[src/rtl/xfer_pkg.sv]
package xfer_pkg;

  typedef enum logic [1:0] {
    PH_FSRC  = 2'd0,
    PH_FDST  = 2'd1,
    PH_READ  = 2'd2,
    PH_WRITE = 2'd3
  } phase_t;

  typedef struct packed {
    logic fetchSrc;
    logic fetchDst;
    logic readOp;
    logic writeOp;
  } strobe_t;

endpackage

[src/rtl/xfer_ctrl.sv]
module xfer_ctrl
  import xfer_pkg::*;
(
  input  logic    clk,
  input  logic    rst,
  output strobe_t ctl
);

  phase_t phase;

  always_ff @(posedge clk) begin
    if (rst) phase <= PH_FSRC;
    else begin
      unique case (phase)
        PH_FSRC:  phase <= PH_FDST;
        PH_FDST:  phase <= PH_READ;
        PH_READ:  phase <= PH_WRITE;
        default:  phase <= PH_FSRC;
      endcase
    end
  end

  always_comb begin
    ctl = '0;
    unique case (phase)
      PH_FSRC:  ctl.fetchSrc = 1'b1;
      PH_FDST:  ctl.fetchDst = 1'b1;
      PH_READ:  ctl.readOp   = 1'b1;
      default:  ctl.writeOp  = 1'b1;
    endcase
  end

endmodule

[src/rtl/xfer_dpath.sv]
module xfer_dpath
  import xfer_pkg::*;
#(
  parameter int W = 16
) (
  input  logic         clk,
  input  logic         rst,
  input  strobe_t      ctl,
  input  logic [W-1:0] busRdata,
  output logic [W-1:0] busAddr,
  output logic         busRd,
  output logic         busWr,
  output logic [W-1:0] busWdata,
  output logic [W-1:0] pcNow,
  output logic [W-1:0] srcNow,
  output logic [W-1:0] dstNow,
  output logic [W-1:0] dataNow
);

  localparam logic [W-1:0] PC_ADDR = {W{1'b1}};
  localparam logic [W-1:0] ONE     = W'(1);

  logic [W-1:0] pcReg, srcReg, dstReg, dataReg;
  logic         srcIsPc, dstIsPc;

  assign srcIsPc = (srcReg == PC_ADDR);
  assign dstIsPc = (dstReg == PC_ADDR);

  always_ff @(posedge clk) begin
    if (rst) begin
      pcReg   <= '0;
      srcReg  <= '0;
      dstReg  <= '0;
      dataReg <= '0;
    end else begin
      if (ctl.fetchSrc) begin
        srcReg <= busRdata;
        pcReg  <= pcReg + ONE;
      end
      if (ctl.fetchDst) begin
        dstReg <= busRdata;
        pcReg  <= pcReg + ONE;
      end
      if (ctl.readOp)
        dataReg <= srcIsPc ? pcReg : busRdata;
      if (ctl.writeOp && dstIsPc)
        pcReg <= dataReg;
    end
  end

  always_comb begin
    busAddr = pcReg;
    if (ctl.readOp)  busAddr = srcReg;
    if (ctl.writeOp) busAddr = dstReg;
  end

  assign busRd    = ctl.fetchSrc | ctl.fetchDst | (ctl.readOp & ~srcIsPc);
  assign busWr    = ctl.writeOp & ~dstIsPc;
  assign busWdata = dataReg;

  assign pcNow   = pcReg;
  assign srcNow  = srcReg;
  assign dstNow  = dstReg;
  assign dataNow = dataReg;

endmodule

[src/rtl/xfer_core.sv]
module xfer_core
  import xfer_pkg::*;
#(
  parameter int W = 16
) (
  input  logic         clk,
  input  logic         rst,
  output logic [W-1:0] busAddr,
  output logic         busRd,
  input  logic [W-1:0] busRdata,
  output logic         busWr,
  output logic [W-1:0] busWdata
);

  strobe_t      ctl;
  logic [W-1:0] pcNow, srcNow, dstNow, dataNow;

  xfer_ctrl ctrl_i (
    .clk (clk),
    .rst (rst),
    .ctl (ctl)
  );

  xfer_dpath #(.W(W)) dpath_i (
    .clk      (clk),
    .rst      (rst),
    .ctl      (ctl),
    .busRdata (busRdata),
    .busAddr  (busAddr),
    .busRd    (busRd),
    .busWr    (busWr),
    .busWdata (busWdata),
    .pcNow    (pcNow),
    .srcNow   (srcNow),
    .dstNow   (dstNow),
    .dataNow  (dataNow)
  );

endmodule

[config.mk]
export PLATFORM = sky130hd
export DESIGN_NAME = xfer_core
export DESIGN_NICKNAME = d
export VERILOG_FILES = /design/src/rtl/xfer_pkg.sv /design/src/rtl/xfer_ctrl.sv /design/src/rtl/xfer_dpath.sv /design/src/rtl/xfer_core.sv
export SDC_FILE = /design/constraint.sdc
export NUM_CORES = 1
export LEC_CHECK = 0
export ABC_AREA = 1
export ABC_CLOCK_PERIOD_IN_PS = 1500
export CAP_MARGIN = 40
export CORE_MARGIN = 2
export CORE_UTILIZATION = 48
export DETAILED_ROUTE_END_ITERATION = 6
export GPL_ROUTABILITY_DRIVEN = 0
export PLACE_DENSITY = 0.82
export SLEW_MARGIN = 0
export SYNTH_ARGS = -nofsm -noshare
export SYNTH_HDL_FRONTEND = slang
export SYNTH_SLANG_ARGS = --single-unit
[constraint.sdc]
create_clock -name clk -period 1.5 [get_ports clk]
set_clock_uncertainty 0.05 [all_clocks]
set_input_delay 0.3 -clock clk [delete_from_list [all_inputs] [get_ports clk]]
set_output_delay 0.3 -clock clk [all_outputs]
set_load 0.05 [all_outputs]
After elaboration in Yosys (flattened, before gate mapping)

Index checks and enable logic that the tools add are counted.

Register bits: 66
Bits in latches: 0
RAM bits: 0
ROM bits: 0
Bits of input ports: 18
Output and inout port bits: 34
Logic and storage cells: 31
Memories kept: 0

Add/subtract/negate cells: 1
Multipliers: 0
Divide/modulo/power cells: 0
Order comparisons: 0
Eq/ne operators: 4
Shifts and indexed selects: 0
Mux-type cells: 11
Bitwise logic cells: 6
Reductions and logical operators: 4

Operators with widths:

| cell                                                 | count |
|---|---|
| 2-to-1 mux 16 bit                                    | 6 |
| equality test 16 bit (second input constant)         | 2 |
| adder 16 x 1 -> 16 bit (second input constant)       | 1 |
| case mux 2 bit (3 select lines)                      | 1 |
| 2-to-1 mux 1 bit                                     | 4 |
| nonzero test 3 bit                                   | 1 |
| OR reduction 3 bit                                   | 1 |
| bitwise AND 1 bit                                    | 2 |
| equality test 2 x 1 -> 1 bit (second input constant) | 1 |
| equality test 2 bit (second input constant)          | 1 |
| zero test 2 bit                                      | 1 |
| inverter 1 bit                                       | 2 |
| OR 1 bit                                             | 2 |
| logical AND 1 bit                                    | 1 |

Logic depth before layout (Yosys ltp)

Gate-level depths: netlist of run 1.

Depth in word-level cells: 5
Gate-level depth with buffers: 11
Mapped depth without buffers: 11

By module

A second synthesis of run 1 with hierarchy kept.

Cells, all modules: 574
Area total of the unflattened synthesis: 3668.5 um2

Modules (own cells, without submodules):

| module     | times used | cells each | area an instance (um2) | seq. area each (um2) |
|---|---|---|---|---|
| xfer_dpath | 1          | 559        | 3542.1                 | 1281.2 |
| xfer_ctrl  | 1          | 15         | 126.4                  | 40.0 |

Least setup slack after synthesis of run 1

No wires, ideal clock.

Path kind: register to output
From: register ctrl_i.phase[0]
To: output busRd
Arrival: 2.176 ns
Data required time: 1.150 ns
Setup slack: -1.026 ns
Stages on the path, launching flop included: 7
Buffers on the path: 2
Cells stage by stage: dfxtp_1 > inv_1 > ha_1 > clkbuf_1 > inv_1 > clkbuf_1 > o21ai_0

Longest elaborated chain between the ends: 4
Elaborated cells between the ends (all ways): 9
Those cells by class: 2 x eq/ne; 3 x mux; 3 x bitwise; 1 x reduce/logical

Ends and longest elaborated chain:

| what                                                 | RTL line         | source |
|---|---|---|
| start: declaration                                   | xfer_ctrl.sv:9   | `phase_t phase;` |
| start signal: assignment                             | xfer_ctrl.sv:12  | `if (rst) phase <= PH_FSRC;` |
| start signal: assignment                             | xfer_ctrl.sv:15  | `PH_FSRC: phase <= PH_FDST;` |
| start signal: assignment                             | xfer_ctrl.sv:16  | `PH_FDST: phase <= PH_READ;` |
| equality test 2 x 1 -> 1 bit (tied with other cells) | xfer_ctrl.sv:25  | `unique case (phase)` |
| 2-to-1 mux 1 bit                                     | xfer_ctrl.sv:25  |  |
| OR 1 bit or bitwise AND 1 bit (tied branches)        | xfer_dpath.sv:57 | `assign busRd = ctl.fetchSrc \| ctl.fetchDst \| (ctl.readOp & ~srcIsPc);` |
| OR 1 bit (*)                                         | xfer_dpath.sv:57 |  |
| end: declaration                                     | xfer_core.sv:9   | `output logic busRd,` |

Mark *: on every way between the ends. The rest lies on a longest branch, timed or not.

Final worst setup path of run 1

From: register ctrl_i.phase[0]
To: output busAddr[9]

Longest elaborated chain between the ends: 4
Elaborated cells between the ends (all ways): 7
Those cells by class: 2 x eq/ne; 3 x mux; 2 x reduce/logical

Ends and longest elaborated chain:

| what                  | RTL line         | source |
|---|---|---|
| equality test 2 bit   | xfer_ctrl.sv:25  |  |
| 2-to-1 mux 1 bit      | xfer_ctrl.sv:25  |  |
| 2-to-1 mux 16 bit     | xfer_dpath.sv:53 | `if (ctl.readOp) busAddr = srcReg;` |
| 2-to-1 mux 16 bit (*) | xfer_dpath.sv:54 | `if (ctl.writeOp) busAddr = dstReg;` |
| end: declaration      | xfer_core.sv:8   | `output logic [W-1:0] busAddr,` |

Marks and branches as above.

==> results.py, run 1 <==
metrics = {
    "timing": {
        "relSlewSlack_pct": 68.3,
        "layout_min_cycle_time_ns": 2.09,
        "holdWs_ns": 0.529,
        "worst_slack_ns": -0.586,
        "setup_viol": 81,
        "hold_violations": 0,
        "rsz0062_at_grt": "yes",
        "worst_pin_slew_ns": 0.476,
        "fmax_ghz": 0.479,
        "tns_ns": -24.52,
        "final_max_slew_viol_count": 0,
        "fin_crit_sh_pct": 139,
    },
    "drt": {
        "postRouteAntennaNets": 0,
        "vias_per_cell": 6.84,
        "drt_wl_total_mm": 22.3,
        "wl_per_cell_um": 27.4,
        "remaining_drc_errors": 25,
        "dr.pass1.iters": 7,
        "drtIter0Drc": 839,
        "routed-via-count": 5566,
    },
    "placed_design": {
        "hpwl_mm": 9.36,
        "portBuffers": 51,
        "dpl_cell_area_um2": 5420,
        "place_inst": 777,
        "place_ws_ns": -0.194,
    },
    "cells_and_area": {
        "fin_util_pct": 90.8,
        "fillCellCount": 262,
        "design_area_um2": 6620,
        "fin_nets": 734,
        "drive_gt1_share_pct": 46.2,
        "diodes": 0,
        "area_delta_synth_final_pct": 82.2,
        "stdcell_count": 814,
    },
    "grt": {
        "grt_pass1_vias": 5135,
        "grt_start_max_net_pins": 30,
        "antenna_found_initial": 0,
        "gr-usage-all-layers_pct": 43.3,
        "grt_pass1_wl_mm": 27.8,
        "grt_overflow": 0,
    },
    "setup_path": {
        "critPathKind": "register to output pin",
        "reg2regPathDepth": 9,
        "r2r_slack_ns": -0.50,
        "endpoint_kind": "output pin",
        "r2r-end": "dpath_i.pcNow[6]$_SDFFE_PP0P_",
        "critPathLaunchType": "register",
        "cp_max_fo": 7,
        "slowest_stage": "dfxtp_4",
        "cp-startpoint": "ctrl_i.phase[0]$_SDFF_PP0_",
        "endpoint": "busAddr[9]",
        "crit_chain": "buf_6 -> ha_4 -> inv_8 -> buf_12 -> nor2_2 -> a21oi_4 -> buf_12",
        "worstPathRequired_ns": 1.15,
        "timing.rr.start": "dpath_i.dstNow[14]$_SDFFE_PP0P_",
        "cp_data_arrival_time_ns": 1.74,
        "cp_slowest_stage_delay_ns": 0.40,
        "crit_path_frequent_cell": "buf_12",
    },
    "power": {
        "clockPowerShare_pct": 10.3,
        "fin_total_pwr_mw": 16.8,
        "p_sw_mw": 8.40,
        "p_int_mw": 8.43,
        "irDropWorstVdd_mv": 2.11,
        "leakage_nw": 2.85,
        "power_density_nw_per_um2": 2540,
        "pwr-share-seq_pct": 20.1,
        "swShare_pct": 49.9,
        "combPwrFrac_pct": 69.6,
    },
    "cts": {
        "clock_latency_ns": 0.40,
        "cts-htree-levels": 3,
        "cts.clk_slew.worst_paths_ns": 0.08,
        "cts_buffers": 9,
        "cts_num_sinks": 66,
        "root_buffer": "clkbuf_8",
        "cts_tree": "done",
        "cts_hold_buf": 0,
        "cts.path.max_buffers": 2,
    },
    "synthesis": {
        "synth_edf_count": 0,
        "async_reset_ff_share_pct": 0,
        "ys.flop_type": "dfxtp_1",
        "yosysTopAreaCell": "dfxtp_1",
        "synth-seq-area-share_pct": 36.4,
        "syn-num-nets": 599,
        "synth_area_um2": 3630,
        "synth_warnings": 0,
        "synth-seq-cells": 66,
        "synthTopCellsByArea": "dfxtp_1 (36%), nor2_1 (15%), nand2_1 (13%), a21oi_1 (5.8%), o21ai_0 (5.4%)",
        "synth_cell_types": 32,
        "syn_inst": 576,
        "avgSynthCellArea_um2": 6.31,
        "synthTopCellsByCount": "nor2_1 (143), nand2_1 (128), dfxtp_1 (66)",
        "yosysMostFrequentCell": "nor2_1",
        "yosysTopAreaCellShare_pct": 36.4,
    },
    "floorplan": {
        "die_h_um": 91.0,
        "core_area_um2": 7290,
        "start_util_pct": 49.8,
        "rows": 31,
        "pin_count": 52,
        "die-area_um2": 8280,
        "die_w_um": 91.0,
    },
    "job": {
        "maxCapViolCount": 0,
    },
    "outcome": {
        "outcome": "complete, but fails checks",
        "failed_checks": "DRC, setup timing",
    },
    "min_path": {
        "hp-class": "register to register",
    },
}
cell type report:
type / instances / area (um^2) / share of cell area [%]
multi-input cells: 434 / 2840 / 42.9
repair buffers: 151 / 1840 / 27.9
flip-flops and latches: 66 / 1370 / 20.7
inverters: 48 / 229 / 3.46
clock buffers: 13 / 169 / 2.55
well taps: 99 / 124 / 1.87
clock inverters: 2 / 35.0 / 0.529
repair inverters: 1 / 11.3 / 0.170
cells by family (layout without fill, tap and decap cells):
group                    after synthesis  in the layout  share of synthesized area (%)
flip-flops                            66             66                           36.4
AND/OR/NAND/NOR                      326            326                           37.6
XOR/XNOR                               7              7                           1.69
adder cells (fa/ha/maj)                5              5                           1.72
buffers and inverters                 76            215                           8.95
AO/OA/AOI/OAI                         96             96                           13.6
how the worst min path moves through the flow:
stage | from | endpoint | depth (start not counted)
after floorplan | busRdata[15] | dpath_i.srcNow[15]$_SDFFE_PP0P_ | 2
after global placement | dpath_i.pcNow[13]$_SDFFE_PP0P_ | dpath_i.pcNow[13]$_SDFFE_PP0P_ | 2
after detailed placement | dpath_i.srcNow[12]$_SDFFE_PP0P_ | dpath_i.srcNow[12]$_SDFFE_PP0P_ | 2
after CTS | dpath_i.pcNow[13]$_SDFFE_PP0P_ | dpath_i.pcNow[13]$_SDFFE_PP0P_ | 2
after global routing | dpath_i.srcNow[3]$_SDFFE_PP0P_ | dpath_i.srcNow[3]$_SDFFE_PP0P_ | 2
final | dpath_i.srcNow[3]$_SDFFE_PP0P_ | dpath_i.srcNow[3]$_SDFFE_PP0P_ | 2
power groups by stage:
stage               registers [mW]  logic [mW]  clock network [mW]
finish                        3.38        11.7                1.73
global route                  3.37        11.8                1.75
CTS                           3.14        10.0                1.60
detailed placement            3.09        8.75                   0
global placement              3.06        8.47                   0
floorplan                     3.54        4.44                   0
sequential cells by signal, summed over array words and instances (netlist names):
name	cells
ctrl_i.phase	2
dpath_i.dstNow	16
dpath_i.pcNow	16
dpath_i.srcNow	16
dpath_i.busWdata	16
critical path: cells and delay by family, from the launching register on:
kind	cells	cell delay [ns]
buffers and inverters	4	0.48
flip-flops	1	0.40
adder cells (fa/ha/maj)	1	0.22
AND/OR/NAND/NOR	1	0.17
AO/OA/AOI/OAI	1	0.06
routing by layer:
metal | wire (um) | part of all wire, % | vias to the layer above | global-route usage (%)
met1 | 7050 | 32 | 2433 | 48.6
met2 | 9080 | 41 | 715 | 70.9
met4 | 2820 | 13 | 0 | 29.8
met5 | 0 | 0 | - | 0
li1 | - | - | 2093 | -
met3 | 3360 | 15 | 325 | 12.1
cell usage in the layout (no fill, tap or decap), types with 4 or more instances in the layout:
cell and n:
a21oi_4 19, clkbuf_8 12, nand2_2 20, nand2_4 25, nor2_1 114, buf_12 41, o21ai_2 4, nand3_1 17
nand3_2 17, a21oi_1 9, o21ai_1 6, nand2_1 83, dfxtp_1 45, nor3_2 4, o21ai_0 37, buf_8 4
buf_6 18, a21oi_2 14, clkdlybuf4s50_1 17, dfxtp_4 8, nor2_2 20, dfxtp_2 13, nor2_4 13, buf_4 68
inv_1 37
timing repair:
item / in CTS / in global routing
hold endpoints to repair: 0 / 0
setup endpoints to repair: 78 / 83
gates resized for setup: 103 / 113
setup buffers: 14 / 10
pin swaps: 14 / 22
cloned: 2 / 2
Power figures use the tool's default switching activity.
==> inputs of run 2 (changes only) <==
--- a/config.mk
+++ b/config.mk
@@ -13,7 +13,7 @@
 export DETAILED_ROUTE_END_ITERATION = 6
 export GPL_ROUTABILITY_DRIVEN = 0
 export PLACE_DENSITY = 0.82
-export SLEW_MARGIN = 0
+export SLEW_MARGIN = 25
 export SYNTH_ARGS = -nofsm -noshare
 export SYNTH_HDL_FRONTEND = slang
 export SYNTH_SLANG_ARGS = --single-unit
==> results of run 2 <==
The final DEF is identical to that of run 1; final timing and power are the same.
==> inputs of run 3 (changes only) <==
--- a/config.mk
+++ b/config.mk
@@ -6,7 +6,7 @@
 export NUM_CORES = 1
 export LEC_CHECK = 0
 export ABC_AREA = 1
-export ABC_CLOCK_PERIOD_IN_PS = 1500
+export ABC_CLOCK_PERIOD_IN_PS = 1900
 export CAP_MARGIN = 40
 export CORE_MARGIN = 2
 export CORE_UTILIZATION = 48
@@ -17,3 +17,4 @@
 export SYNTH_ARGS = -nofsm -noshare
 export SYNTH_HDL_FRONTEND = slang
 export SYNTH_SLANG_ARGS = --single-unit
+export TNS_END_PERCENT = 50
==> constraint.sdc (replaced) <==
create_clock -name clk -period 1.9 [get_ports clk]
set_clock_uncertainty 0.05 [all_clocks]
set_input_delay 0.38 -clock clk [delete_from_list [all_inputs] [get_ports clk]]
set_output_delay 0.38 -clock clk [all_outputs]
set_load 0.05 [all_outputs]
==> run 3 against run 2 <==
The run ends with setup timing left. Worst setup slack improved by 0.44 ns. Count of clock-buffer cells in the layout fell by 4. Sequential power fell by 22%. Critical path type unchanged. Largest power group unchanged.
==> results.py, run 3 (synthesis results as in run 1) <==
metrics = {
    "cells_and_area": {
        "mostFrequentLayoutCells": "nor2_1 (141), nand2_1 (110), dfxtp_1 (59)",
        "fin_nets": 659,
        "final_common_cell": "nor2_1",
        "area_delta_synth_final_pct": 38.3,
        "drive_gt1_share_pct": 24.2,
        "diodes": 0,
    },
    "min_path": {
        "hp-class": "register to register",
        "hold_end": "dpath_i.pcNow[0]$_SDFFE_PP0P_",
        "whs_path_depth": 2,
        "hold_start": "dpath_i.busWdata[0]$_SDFFE_PP0N_",
    },
    "timing": {
        "fin_crit_sh_pct": 108,
        "worst_pin_slew_ns": 0.433,
        "rsz0062_at_grt": "yes",
        "worst_slack_ns": -0.143,
        "fmax_ghz": 0.489,
        "relSlewSlack_pct": 71.1,
        "hold_violations": 0,
        "layout_min_cycle_time_ns": 2.04,
        "setup_viol": 17,
        "final_max_slew_viol_count": 0,
    },
    "floorplan": {
        "die-area_um2": 8280,
        "die_h_um": 91.0,
        "rows": 31,
        "core_area_um2": 7290,
        "start_util_pct": 49.8,
        "pin_count": 52,
        "die_w_um": 91.0,
    },
    "cts": {
        "cts_buffers": 9,
        "clock_latency_ns": 0.35,
        "root_buffer": "clkbuf_8",
        "cts.clk_slew.worst_paths_ns": 0.08,
        "cts_num_sinks": 66,
        "cts.path.max_buffers": 2,
        "cts-htree-levels": 3,
        "cts_tree": "done",
    },
    "setup_path": {
        "r2r_slack_ns": 0.10,
        "reg2regPathDepth": 8,
        "critPathLaunchType": "register",
        "worstPathRequired_ns": 1.47,
        "endpoint_kind": "output pin",
        "timing.rr.start": "ctrl_i.phase[0]$_SDFF_PP0_",
        "cp_max_fo": 3,
        "cp_data_arrival_time_ns": 1.61,
        "r2r-end": "dpath_i.srcNow[1]$_SDFFE_PP0P_",
        "critPathKind": "register to output pin",
    },
    "power": {
        "irDropWorstVdd_mv": 1.18,
        "leakage_nw": 2.22,
        "fin_total_pwr_mw": 9.81,
        "power_density_nw_per_um2": 1950,
    },
    "drt": {
        "dr.pass1.iters": 5,
        "remaining_drc_errors": 0,
        "vias_per_cell": 5.53,
        "routed-via-count": 4089,
        "drtIter0Drc": 369,
        "wl_per_cell_um": 15.9,
        "postRouteAntennaNets": 0,
        "drt_wl_total_mm": 11.7,
    },
    "job": {
        "maxCapViolCount": 0,
    },
    "placed_design": {
        "hpwl_mm": 7.67,
        "portBuffers": 51,
        "place_ws_ns": 0.0644,
    },
    "outcome": {
        "failed_checks": "setup timing",
        "outcome": "complete, but fails checks",
    },
    "grt": {
        "grt_start_max_net_pins": 23,
        "grt_pass1_wl_mm": 18.1,
        "grt_pass1_vias": 3735,
        "gr-usage-all-layers_pct": 27.3,
        "antenna_found_initial": 0,
        "grt_overflow": 0,
    },
}
## run 3: how the worst max path moves through the flow
stage | slack [ns] | from | depth (start not counted) | endpoint
after CTS | -0.09 | ctrl_i.phase[0]$_SDFF_PP0_ | 7 | busAddr[14]
after global placement | 0.17 | ctrl_i.phase[0]$_SDFF_PP0_ | 7 | busAddr[11]
after detailed placement | 0.06 | ctrl_i.phase[0]$_SDFF_PP0_ | 6 | busAddr[1]
after floorplan | -0.1 | ctrl_i.phase[0]$_SDFF_PP0_ | 6 | busAddr[0]
final | -0.14 | dpath_i.srcNow[12]$_SDFFE_PP0P_ | 5 | busRd
after global routing | -0.17 | dpath_i.srcNow[0]$_SDFFE_PP0P_ | 6 | busRd
## run 3: power by group
group          switching [mW]  internal [mW]  leakage, nW  total, mW
Clock                   0.588           1.00        0.129       1.59
Sequential              0.680           1.95        0.546       2.63
Combinational            3.53           2.06         1.54       5.59
## run 3: area by class of cell
| cell class | count | area (um^2) |
|---|---|---|
| Inverter | 48 | 196 |
| Multi-Input combinational cell | 434 | 2350 |
| Clock inverter | 7 | 141 |
| Timing Repair Buffer | 77 | 761 |
| Sequential cell | 66 | 1330 |
| Clock buffer | 9 | 124 |
| Fill cell | 564 | 2270 |
| Tap cell | 99 | 124 |
## run 3: worst max-delay path, stage by stage (launching register included)
cell	delay, ns
dfxtp_1	0.40
nand4_1	0.18
or2_4	0.32
nor2_8	0.13
o21ai_2	0.09
buf_12	0.15
## run 3: timing repair
item | in CTS | in global routing
pin swaps | 3 | 7
gates cloned | 2 | 0
endpoints found under the hold margin | 0 | 0
hold buffers | 0 | 0
setup buffers | 4 | 2
resized for setup | 71 | 20
endpoints found under the setup margin | 18 | 31
## run 3: per-layer routing
| layer | wire [um] | global-route usage [%] | vias up |
|---|---|---|---|
| met2 | 5750 | 44.1 | 222 |
| met1 | 4540 | 35.4 | 1883 |
| met5 | 0 | 0 | - |
| met3 | 1090 | 4.48 | 34 |
| met4 | 358 | 13.5 | 0 |
| li1 | - | - | 1950 |
## run 3: stage by stage
step	std cells	hold slack, ns	TNS (ns)	instance area [um^2]	utilization, %
2_1_floorplan	576	0.435	-0.623	3820	-
3_5_place_dp	716	0.468	0	4400	60.3
5_1_grt	740	0.492	-2.04	5020	68.9
6_report	740	0.475	-1.30	5020	68.9
3_3_place_gp	716	0.456	0	4400	60.3
4_1_cts	738	0.482	-1.23	4950	67.9
